[src/rtl/rxfs_pkg.sv]
package rxfs_pkg;

  // Reflected form of the 802.3 generator, used for LSB-first shifting.
  localparam logic [31:0] RXFS_POLY_REFL = 32'hEDB88320;

  function automatic logic [31:0] rxfs_bitrev32(input logic [31:0] v);
    logic [31:0] r;
    for (int i = 0; i < 32; i++) r[i] = v[31-i];
    return r;
  endfunction

  // Residue in normal bit order is 0xC704DD7B; the shift register holds it reflected.
  localparam logic [31:0] RXFS_RESIDUE = rxfs_bitrev32(32'hC704DD7B);

  function automatic logic [31:0] rxfs_crc_byte(input logic [31:0] c, input logic [7:0] d);
    logic [31:0] r;
    r = c;
    for (int i = 0; i < 8; i++) begin
      if (r[0] ^ d[i]) r = (r >> 1) ^ RXFS_POLY_REFL;
      else             r = r >> 1;
    end
    return r;
  endfunction

  typedef struct packed {
    logic intact;
    logic align_err;
    logic crc_err;
    logic missed;
    logic mcast;
    logic bcast;
  } rxfs_status_t;

endpackage

[src/rtl/rxfs_rst_sync.sv]
module rxfs_rst_sync #(
  parameter int STAGES = 2
) (
  input  logic clk,
  input  logic rst_n,
  output logic rst_sync_n
);
  logic [STAGES-1:0] sync_q;

  always_ff @(posedge clk or negedge rst_n) begin
    if (!rst_n) sync_q <= '0;
    else        sync_q <= {sync_q[STAGES-2:0], 1'b1};
  end

  assign rst_sync_n = sync_q[STAGES-1];
endmodule

[src/rtl/rxfs_frame_track.sv]
module rxfs_frame_track #(
  parameter int CNT_W = 12
) (
  input  logic             clk,
  input  logic             rst_n,
  input  logic             byte_vld,
  input  logic             sof,
  input  logic             eof,
  input  logic             mii_err,
  input  logic             buf_ovf,
  output logic             start,
  output logic             take,
  output logic             finish,
  output logic [CNT_W-1:0] len_next,
  output logic             err_next,
  output logic             ovf_next
);
  localparam logic [CNT_W-1:0] CNT_MAX = '1;

  logic             in_frame_q, in_frame_d;
  logic [CNT_W-1:0] cnt_q, cnt_d;
  logic             err_q, err_d;
  logic             ovf_q, ovf_d;
  logic             live;

  assign start  = byte_vld && sof;
  assign take   = byte_vld && (sof || in_frame_q);
  assign finish = take && eof;
  assign live   = start || in_frame_q;

  always_comb begin
    in_frame_d = in_frame_q;
    if (finish)     in_frame_d = 1'b0;
    else if (start) in_frame_d = 1'b1;

    cnt_d = cnt_q;
    if (start)                      cnt_d = {{(CNT_W-1){1'b0}}, 1'b1};
    else if (take && cnt_q != CNT_MAX) cnt_d = cnt_q + 1'b1;

    err_d = err_q;
    ovf_d = ovf_q;
    if (start) begin
      err_d = mii_err;
      ovf_d = buf_ovf;
    end else if (live) begin
      err_d = err_q | mii_err;
      ovf_d = ovf_q | buf_ovf;
    end
  end

  always_ff @(posedge clk or negedge rst_n) begin
    if (!rst_n) begin
      in_frame_q <= 1'b0;
      cnt_q      <= '0;
      err_q      <= 1'b0;
      ovf_q      <= 1'b0;
    end else begin
      in_frame_q <= in_frame_d;
      if (take) cnt_q <= cnt_d;
      if (live) begin
        err_q <= err_d;
        ovf_q <= ovf_d;
      end
    end
  end

  assign len_next = cnt_d;
  assign err_next = err_d;
  assign ovf_next = ovf_d;
endmodule

[src/rtl/rxfs_crc32.sv]
module rxfs_crc32
  import rxfs_pkg::*;
(
  input  logic       clk,
  input  logic       rst_n,
  input  logic       start,
  input  logic       take,
  input  logic [7:0] data,
  output logic       crc_ok
);
  logic [31:0] crc_q, crc_d, seed;

  always_comb begin
    seed  = start ? 32'hFFFFFFFF : crc_q;
    crc_d = rxfs_crc_byte(seed, data);
  end

  always_ff @(posedge clk or negedge rst_n) begin
    if (!rst_n)    crc_q <= 32'hFFFFFFFF;
    else if (take) crc_q <= crc_d;
  end

  assign crc_ok = (crc_d == RXFS_RESIDUE);
endmodule

[src/rtl/rxfs_classify.sv]
module rxfs_classify
  import rxfs_pkg::*;
#(
  parameter int CNT_W   = 12,
  parameter int MIN_LEN = 64
) (
  input  logic             clk,
  input  logic             rst_n,
  input  logic             start,
  input  logic             finish,
  input  logic [CNT_W-1:0] len_next,
  input  logic             crc_ok,
  input  logic             err_seen,
  input  logic             ovf_seen,
  input  logic             dribble,
  input  logic             addr_match,
  input  logic             addr_bcast,
  input  logic             addr_mcast,
  input  logic             mon_mode,
  output logic             st_valid,
  output rxfs_status_t     status
);
  localparam logic [CNT_W-1:0] MIN_CNT = CNT_W'(MIN_LEN);

  rxfs_status_t stat_q, stat_d, calc;
  logic         valid_q;
  logic         runt, clean;

  always_comb begin
    runt           = len_next < MIN_CNT;
    calc.crc_err   = err_seen || (!runt && !crc_ok);
    calc.align_err = calc.crc_err && dribble;
    clean          = !runt && !calc.crc_err;
    calc.missed    = ovf_seen || (addr_match && mon_mode && clean);
    calc.intact    = addr_match && !mon_mode && !ovf_seen && clean;
    calc.bcast     = addr_bcast;
    calc.mcast     = addr_mcast;

    stat_d = stat_q;
    if (finish)     stat_d = calc;
    else if (start) stat_d = '0;
  end

  always_ff @(posedge clk or negedge rst_n) begin
    if (!rst_n) begin
      stat_q  <= '0;
      valid_q <= 1'b0;
    end else begin
      valid_q <= finish;
      if (finish || start) stat_q <= stat_d;
    end
  end

  assign st_valid = valid_q;
  assign status   = stat_q;
endmodule

[src/rtl/rx_frame_status.sv]
module rx_frame_status
  import rxfs_pkg::*;
#(
  parameter int MIN_LEN = 64,
  parameter int CNT_W   = 12
) (
  input  logic       clk,
  input  logic       rst_n,
  input  logic       rx_valid,
  input  logic [7:0] rx_data,
  input  logic       rx_sof,
  input  logic       rx_eof,
  input  logic       rx_dribble,
  input  logic       rx_mii_err,
  input  logic       rx_buf_ovf,
  input  logic       rx_addr_match,
  input  logic       rx_addr_bcast,
  input  logic       rx_addr_mcast,
  input  logic       mon_mode,
  output logic       st_valid,
  output logic       st_bcast,
  output logic       st_mcast,
  output logic       st_missed,
  output logic       st_crc_err,
  output logic       st_align_err,
  output logic       st_intact
);
  logic             rst_int_n;
  logic             start, take, finish, err_next, ovf_next, crc_ok;
  logic [CNT_W-1:0] len_next;
  rxfs_status_t     status;

  rxfs_rst_sync #(.STAGES(2)) u_rst (
    .clk(clk), .rst_n(rst_n), .rst_sync_n(rst_int_n)
  );

  rxfs_frame_track #(.CNT_W(CNT_W)) u_track (
    .clk(clk), .rst_n(rst_int_n), .byte_vld(rx_valid), .sof(rx_sof), .eof(rx_eof),
    .mii_err(rx_mii_err), .buf_ovf(rx_buf_ovf), .start(start), .take(take),
    .finish(finish), .len_next(len_next), .err_next(err_next), .ovf_next(ovf_next)
  );

  rxfs_crc32 u_crc (
    .clk(clk), .rst_n(rst_int_n), .start(start), .take(take), .data(rx_data),
    .crc_ok(crc_ok)
  );

  rxfs_classify #(.CNT_W(CNT_W), .MIN_LEN(MIN_LEN)) u_cls (
    .clk(clk), .rst_n(rst_int_n), .start(start), .finish(finish), .len_next(len_next),
    .crc_ok(crc_ok), .err_seen(err_next), .ovf_seen(ovf_next), .dribble(rx_dribble),
    .addr_match(rx_addr_match), .addr_bcast(rx_addr_bcast), .addr_mcast(rx_addr_mcast),
    .mon_mode(mon_mode), .st_valid(st_valid), .status(status)
  );

  assign st_bcast     = status.bcast;
  assign st_mcast     = status.mcast;
  assign st_missed    = status.missed;
  assign st_crc_err   = status.crc_err;
  assign st_align_err = status.align_err;
  assign st_intact    = status.intact;
endmodule

[config.mk]
export PLATFORM = sky130hd
export DESIGN_NAME = rx_frame_status
export DESIGN_NICKNAME = d
export VERILOG_FILES = /design/src/rtl/rxfs_pkg.sv /design/src/rtl/rxfs_rst_sync.sv /design/src/rtl/rxfs_frame_track.sv /design/src/rtl/rxfs_crc32.sv /design/src/rtl/rxfs_classify.sv /design/src/rtl/rx_frame_status.sv
export SDC_FILE = /design/constraint.sdc
export NUM_CORES = 1
export LEC_CHECK = 0
export ABC_CLOCK_PERIOD_IN_PS = 3200
export BUFFER_PORTS_ARGS = -buffer_cell sky130_fd_sc_hd__buf_4
export CAP_MARGIN = 40
export CORE_MARGIN = 4
export CORE_UTILIZATION = 55
export CTS_BUF_LIST = sky130_fd_sc_hd__clkbuf_4 sky130_fd_sc_hd__clkbuf_8
export CTS_CLUSTER_SIZE = 10
export DETAILED_ROUTE_END_ITERATION = 10
export PLACE_DENSITY_LB_ADDON = 0.15
export SLEW_MARGIN = 20
export SYNTH_ARGS = -nofsm -noshare
export SYNTH_HDL_FRONTEND = slang
export SYNTH_SLANG_ARGS = --single-unit
[constraint.sdc]
create_clock -name clk -period 3.2 [get_ports clk]
set_input_delay 0.32 -clock clk [delete_from_list [all_inputs] [get_ports clk]]
set_output_delay 0.32 -clock clk [all_outputs]
set_load 0.02 [all_outputs]
# --- Word level (Yosys, flattened, before mapping) ---
# Index checks and enable logic that the tools add are counted.
totals:
  ff_bits: 56
  latchBits: 0
  ram_bits: 0
  mem_bits_ro: 0
  inputBits: 20
  out_inout_bits: 7
  word_cells: 78
  n_memories: 0
classes:
  add_sub_neg: 1
  multipliers: 0
  div_mod_pow: 0
  order_cmp: 1
  n_eq_ne: 2
  shift: 0
  mux: 19
  bitwise: 18
  n_reduce_logical: 24
ops:
  columns: ["cell", "n"]
  rows:
  - ["32-bit two-way mux", 9]
  - ["13-bit NOT with 14-bit output", 8]
  - ["32-bit equality test, second input constant", 1]
  - ["12-bit two-way mux", 2]
  - ["12-bit by 1-bit adder with 12-bit output, second input constant", 1]
  - ["1-bit logical AND", 12]
  - ["12-bit by 7-bit less-than comparator with 1-bit output, second input constant", 1]
  - ["6-bit two-way mux", 2]
  - ["12-bit != test, second input constant", 1]
  - ["1-bit bitwise XOR", 8]
  - ["1-bit two-way mux", 6]
  - ["1-bit zero test", 5]
  - ["1-bit logical OR", 5]
  - ["1-bit OR", 2]
  - ["2-bit AND reduction", 1]
  - ["2-bit nonzero test", 1]

# --- Longest topological paths before layout ---
depth:
  ltp_word: 27
  depth_mapped: 12
  depth_no_buf: 10

# --- Hierarchy ---
# Synthesis repeated with hierarchy kept, for this count alone.
unflattened:
  cells_unflattened: 463
  hier_area_um2: 4540.6
by_module_without_submodules:
  columns: ["mod", "instances", "cells_each", "area_each_um2", "seq_area_each_um2"]
  rows:
  - ["rxfs_crc32", 1, 335, 3153.0, 840.8]
  - ["rxfs_frame_track", 1, 100, 1026.0, 375.4]
  - ["rxfs_classify", 1, 25, 307.8, 175.2]
  - ["rxfs_rst_sync", 1, 3, 53.8, 50.0]

# --- Least setup slack after synthesis ---
# OpenSTA, ideal clock, no wires.
synth_timing:
  path_type: "reg-to-reg"
  from: "register u_crc.crc_q[0]"
  to: "register u_cls.stat_q (netlist bit u_cls.status[3])"
  setup_ns: 0.120
  t_arrival_ns: 2.638
  required_time_ns: 3.080
  setup_slack_ns: 0.443
  path_stages_with_launch: 13
  n_path_buf: 2
  synth_period_minus_slack_ns: 2.757
  cell_sequence: "dfstp_2 -> buf_6 -> xor2_1 -> nand2_2 -> xor2_2 -> inv_2 -> clkbuf_1 -> ha_1 -> nand4_1 -> a211o_1 -> nor4_1 -> nand4_2 -> a31o_1"
synth_between:
  elab_chain_cells: 20
  elab_cells_between_ends: 23
  cone_classes: "eq/ne: 1; mux: 10; bitwise: 9; reduce/logical: 3"
synth_rtl:
  columns: ["item", "line_no", "source"]
  rows:
  - ["from (decl)", "rxfs_crc32.sv:11", "logic [31:0] crc_q, crc_d, seed;"]
  - ["from (signal assigned)", "rxfs_crc32.sv:20", "else if (take) crc_q <= crc_d;"]
  - ["32-bit two-way mux *", "rxfs_crc32.sv:14", "seed = start ? 32'hFFFFFFFF : crc_q;"]
  - ["1-bit bitwise XOR *", "rxfs_pkg.sv:19", "if (r[0] ^ d[i]) r = (r >> 1) ^ RXFS_POLY_REFL;"]
  - ["32-bit two-way mux * (2 in series)", "rxfs_pkg.sv:19", null]
  - ["13-bit NOT with 14-bit output (no source line) or 32-bit two-way mux (tied branches)", null, null]
  - ["32-bit two-way mux *", "rxfs_pkg.sv:19", null]
  - ["13-bit NOT with 14-bit output (no source line) or 32-bit two-way mux (tied branches)", null, null]
  - ["32-bit two-way mux * (2 in series)", "rxfs_pkg.sv:19", null]
  - ["13-bit NOT with 14-bit output (no source line) or 32-bit two-way mux (tied branches)", null, null]
  - ["[... 2 more ...]", null, null]
  - ["32-bit two-way mux *", "rxfs_pkg.sv:19", null]
  - ["13-bit NOT with 14-bit output (no source line)", null, null]
  - ["32-bit two-way mux *", "rxfs_pkg.sv:19", null]
  - ["32-bit equality test *", "rxfs_crc32.sv:23", "assign crc_ok = (crc_d == RXFS_RESIDUE);"]
  - ["1-bit zero test *", "rxfs_classify.sv:31", "calc.crc_err = err_seen || (!runt && !crc_ok);"]
  - ["1-bit logical AND *", "rxfs_classify.sv:31", null]
  - ["1-bit logical OR *", "rxfs_classify.sv:31", null]
  - ["6-bit two-way mux *", "rxfs_classify.sv:40", "if (finish) stat_d = calc;"]
  - ["to (signal assigned)", "rxfs_classify.sv:50", "if (finish || start) stat_q <= stat_d;"]
  - ["to (decl)", "rxfs_classify.sv:25", "rxfs_status_t stat_q, stat_d, calc;"]
# Mark *: on every way between the ends. The rest lies on a longest branch, timed or not.
# A chain may end at the register's enable or synchronous reset.

# --- Worst setup path after layout ---
layout_timing:
  from: "register u_crc.crc_q[6]"
  to: "register u_cls.stat_q (netlist bit u_cls.status[3])"
layout_between:
  elab_chain_cells: 17
layout_rtl:
  columns: ["item", "line_no"]
  rows:
  - ["32-bit two-way mux *", "rxfs_crc32.sv:14"]
  - ["13-bit NOT with 14-bit output (no source line)", null]
  - ["32-bit two-way mux * (6 in series)", "rxfs_pkg.sv:19"]
  - ["1-bit bitwise XOR *", "rxfs_pkg.sv:19"]
  - ["32-bit two-way mux *", "rxfs_pkg.sv:19"]
  - ["13-bit NOT with 14-bit output (no source line)", null]
  - ["32-bit two-way mux *", "rxfs_pkg.sv:19"]
  - ["32-bit equality test *", "rxfs_crc32.sv:23"]
  - ["1-bit zero test *", "rxfs_classify.sv:31"]
  - ["1-bit logical AND *", "rxfs_classify.sv:31"]
  - ["1-bit logical OR *", "rxfs_classify.sv:31"]
  - ["6-bit two-way mux *", "rxfs_classify.sv:40"]
# Marks and branches as above.

==> qor.log <==
INFO  status         run_status=finished, final reports clean
INFO  setup_path     cp-end-kind=flop
INFO  cells_and_area regArea=1440um2
INFO  logic_synthesis number_of_flops_mapped_to_enable_cells_by_yosys=0
INFO  drt            pre_antenna_drt_iters=5
INFO  cells_and_area ratio_of_cells_with_drive_above_1_in_the_final_layout=23.5%
INFO  flow_run       max_cap_viol_count=0
INFO  sta            slew_viol_final=0
INFO  sta            clock.fmax=0.343GHz
INFO  setup_path     setup.worst_path.class=reg2reg
INFO  cts            ctsRootBufferMaster=sky130_fd_sc_hd__clkbuf_8
INFO  cts            clock_sink_count=56
INFO  sta            setup_repair_after_global_routing_missed_its_margin=false
INFO  cells_and_area finish.cell_count_without_fillers=560
INFO  setup_path     rr_endpoint=u_cls.status[3]
INFO  pwr            cellLeakagePower=1.83nW
INFO  drt            met3_length=450um
INFO  die            start_util=58.1%
INFO  setup_path     regToRegStartpoint=u_crc.crc_q[6]
INFO  setup_path     worstSetupStartpoint=u_crc.crc_q[6]
INFO  cts            number_of_buffers_created_by_cts=5
INFO  cells_and_area final_common_cell=sky130_fd_sc_hd__xnor2_1
INFO  setup_path     cp_cell_sequence=xor2_1, nand2_2, xnor3_2, xnor3_2, nor3_1, o21ai_1, a32oi_1, nand4_2, a31o_1
INFO  logic_synthesis synthesis.instances=436
INFO  cts            cts_hold_repair.buffers=1
INFO  setup_path     critPathMaxStageDelay=0.60ns
INFO  logic_synthesis synth_top_area_share=20.8%
INFO  die            core_area=6940um2
INFO  drt            drt-initial-drc-count=173
INFO  placement      port_buffers=26
INFO  cts            worst_setup_hold_path_clk_slew=0.11ns
INFO  setup_path     startpoint_type=flop
INFO  global_routing track_usage=21.6%
INFO  setup_path     worst_path_max_delay_cell=sky130_fd_sc_hd__dfstp_2
INFO  pwr            vdd_ir_drop_max=649uV
INFO  global_routing grt_pass1_wl=14900um
INFO  logic_synthesis syn_area_per_cell=9.26um2
INFO  placement      numPlacedInstances=551
INFO  cts            ctsLongestPathBuffers=2
INFO  setup_path     setup.reg_to_reg.worst_slack=0.28ns
INFO  drt            number_of_routed_nets_with_antenna_violations=0
INFO  cells_and_area fillers=587
INFO  cts            cts_setup_buffers=0
INFO  logic_synthesis synth_area=4040um2
INFO  placement      hpwlAfterDp=6750um
INFO  sta            timing.slew.headroom=65.2%
INFO  drt            post_drt_via_cell_ratio=5.54
INFO  die            core.rowCount=30
INFO  sta            timing.setup.tns=0ns
INFO  die            fp.dieH=93.7um
INFO  logic_synthesis synthesis.yosys.warnings=0
INFO  sta            max_slew.worst_pin.slew=0.523ns
INFO  logic_synthesis synth.area.top_cells=sky130_fd_sc_hd__dfstp_2 21%, sky130_fd_sc_hd__dfrtp_1 15%, sky130_fd_sc_hd__xnor2_1 14%
INFO  sta            final-setup-viol-count=0
INFO  drt            postRouteWirelength=8910um
INFO  cts            cts_htree_levels=2
INFO  setup_path     crit_path_max_fanout=6
INFO  die            num_io_pins=27
INFO  cells_and_area mostFrequentLayoutCells=66 x sky130_fd_sc_hd__xnor2_1, 62 x sky130_fd_sc_hd__nand2_1, 45 x sky130_fd_sc_hd__nor2_1
INFO  setup_path     crit_top_cell=sky130_fd_sc_hd__xnor3_2
INFO  global_routing pin_count_of_the_biggest_net_entering_global_routing=64
INFO  drt            routed_wire_length_per_instance=15.9um
INFO  setup_path     cp.arrival=3.14ns
INFO  sta            layout_worst_path_cycle_share=91.2%
INFO  sta            finClkSkew=0.00758ns
INFO  setup_path     r2r.worst_path.cells=9
INFO  cts            clock_latency=0.32ns
INFO  cells_and_area nets=485
INFO  global_routing grt_pass1_vias=2976
INFO  sta            hold_violation_count_in_the_final_report=0
INFO  cells_and_area layout-area-overhead-vs-synth=10.5%
INFO  cells_and_area utilization=64.2%
INFO  logic_synthesis ys_seq_elements=56
INFO  logic_synthesis synth.yosys.seq_area_share=35.7%
INFO  drt            m1WireLength=4240um
INFO  global_routing initial_antenna_violation_count=0
INFO  sta            fin_crit=2.92ns
INFO  worst_hold_path min_path_type=reg2async
INFO  cts            cts_tree=yes
INFO  logic_synthesis postSynthNetCount=458
INFO  drt            met2_length=4020um
INFO  drt            detail_route.drc_violations=0
INFO  logic_synthesis ys_async_sr_fraction=100%
INFO  setup_path     crit_required=3.42ns
INFO  cts            number_of_cells_upsized_or_downsized_after_cts=0
INFO  drt            detailroute.via_count=3104
INFO  logic_synthesis netlist-cell-type-count=61
INFO  cells_and_area multi_input_logic_area=2440um2
INFO  global_routing globalRoute.totalOverflow=0
INFO  die            die-area=8770um2
INFO  placement      globalplace.congestion=0.905
INFO  die            dieWidth=93.7um
INFO  logic_synthesis post_synth_top_area_cell=sky130_fd_sc_hd__dfstp_2
INFO  drt            top_layer_used=met4
INFO  cells_and_area antenna-diode-count=0
INFO  logic_synthesis synthFlopType=sky130_fd_sc_hd__dfstp_2
INFO  pwr            cellPowerDensity=1260nW/um2
cells by family (layout without fill, tap and decap cells):
family | after synthesis | count (layout) | synth area share (%)
xor gates and xnor gates | 110 | 110 | 28.3
adders and majority gates | 2 | 2 | 0.620
DFF | 56 | 56 | 35.7
and+or+nand+nor | 163 | 163 | 18.8
other | 1 | 1 | 0.0929
AOI/OAI and AO/OA | 69 | 69 | 10.6
buffers and inverters | 28 | 56 | 4.15
muxes | 7 | 7 | 1.80
worst max path at each step:
stage	endpoint	depth (start not counted)
floorplan	u_cls.status[3]	12
global placement	u_cls.status[3]	10
detailed placement	u_cls.status[3]	11
CTS	u_cls.status[3]	9
global route	u_cls.status[3]	9
finish	u_cls.status[3]	9
synth_stat cells (2+ instances only):
master,count
sky130_fd_sc_hd__xnor2_1,66
sky130_fd_sc_hd__nand2_1,62
sky130_fd_sc_hd__nor2_1,45
sky130_fd_sc_hd__o21ai_0,35
sky130_fd_sc_hd__dfstp_2,32
sky130_fd_sc_hd__xor2_1,29
sky130_fd_sc_hd__dfrtp_1,24
sky130_fd_sc_hd__nand3_1,12
sky130_fd_sc_hd__clkbuf_1,10
sky130_fd_sc_hd__a21oi_1,7
sky130_fd_sc_hd__nand4_1,7
sky130_fd_sc_hd__and3_1,5
sky130_fd_sc_hd__buf_2,5
sky130_fd_sc_hd__mux2i_1,5
sky130_fd_sc_hd__o21ai_1,5
sky130_fd_sc_hd__xnor2_2,5
sky130_fd_sc_hd__a22oi_1,4
sky130_fd_sc_hd__buf_6,4
sky130_fd_sc_hd__nand2b_1,4
sky130_fd_sc_hd__or3_1,4
sky130_fd_sc_hd__xnor2_4,4
sky130_fd_sc_hd__and2_1,3
sky130_fd_sc_hd__and4_1,3
sky130_fd_sc_hd__buf_4,3
sky130_fd_sc_hd__nor2b_1,3
sky130_fd_sc_hd__nor3_1,3
sky130_fd_sc_hd__nor4_1,3
sky130_fd_sc_hd__xor2_2,3
sky130_fd_sc_hd__a211oi_1,2
sky130_fd_sc_hd__ha_1,2
sky130_fd_sc_hd__inv_1,2
sky130_fd_sc_hd__mux2_2,2
sky130_fd_sc_hd__nand3b_1,2
sky130_fd_sc_hd__o211ai_1,2
sky130_fd_sc_hd__or4_1,2
sky130_fd_sc_hd__xnor3_2,2
critical path: cells and delay by family, from the launching register on:
| family | cells | cell delay [ns] |
|---|---|---|
| flip-flops | 1 | 0.60 |
| AO/OA/AOI/OAI | 3 | 0.55 |
| AND/OR/NAND/NOR | 3 | 0.48 |
| XOR/XNOR | 3 | 1.18 |
layout make-up:
| class | instances | share of cell area (%) |
|---|---|---|
| multi-input combinational | 352 | 54.7 |
| sequential | 56 | 32.3 |
| clock inverter | 3 | 0.561 |
| clock buffer | 5 | 1.54 |
| inverter | 4 | 0.449 |
| tap | 96 | 2.69 |
| timing repair buffer | 44 | 7.74 |
registers in the layout, summed over array words and instances, names as in the netlist:
register	cells
u_crc.crc_q	32
u_track.cnt_q	12
u_cls.status	6
u_rst.sync_q	2
u_cls.st_valid	1
u_track.err_q	1
u_track.in_frame_q	1
u_track.ovf_q	1
layer usage:
layer  vias up  GRT usage [%]
met4         0           5.66
li1       1514              -
met2        78           32.9
met3        18           4.09
met5         -              0
met1      1494           31.5
stage by stage:
stage                     hold slack (ns)  cell area [um2]  power, W  setup WS [ns]
after floorplan                    0.0244             4040   0.00435          0.443
after global placement              0.103             4340   0.00507          0.373
after detailed placement            0.104             4360   0.00516          0.257
after CTS                           0.181             4460   0.00559          0.286
after global routing                0.181             4460   0.00604         0.0759
final                               0.173             4460   0.00560          0.282
power breakdown:
group	total, W	internal (W)	switching (W)
registers	0.00139	0.00111	0.000278
logic	0.00380	0.00176	0.00204
clock network	0.000409	0.000160	0.000249
(Power assumes the default switching activity.)
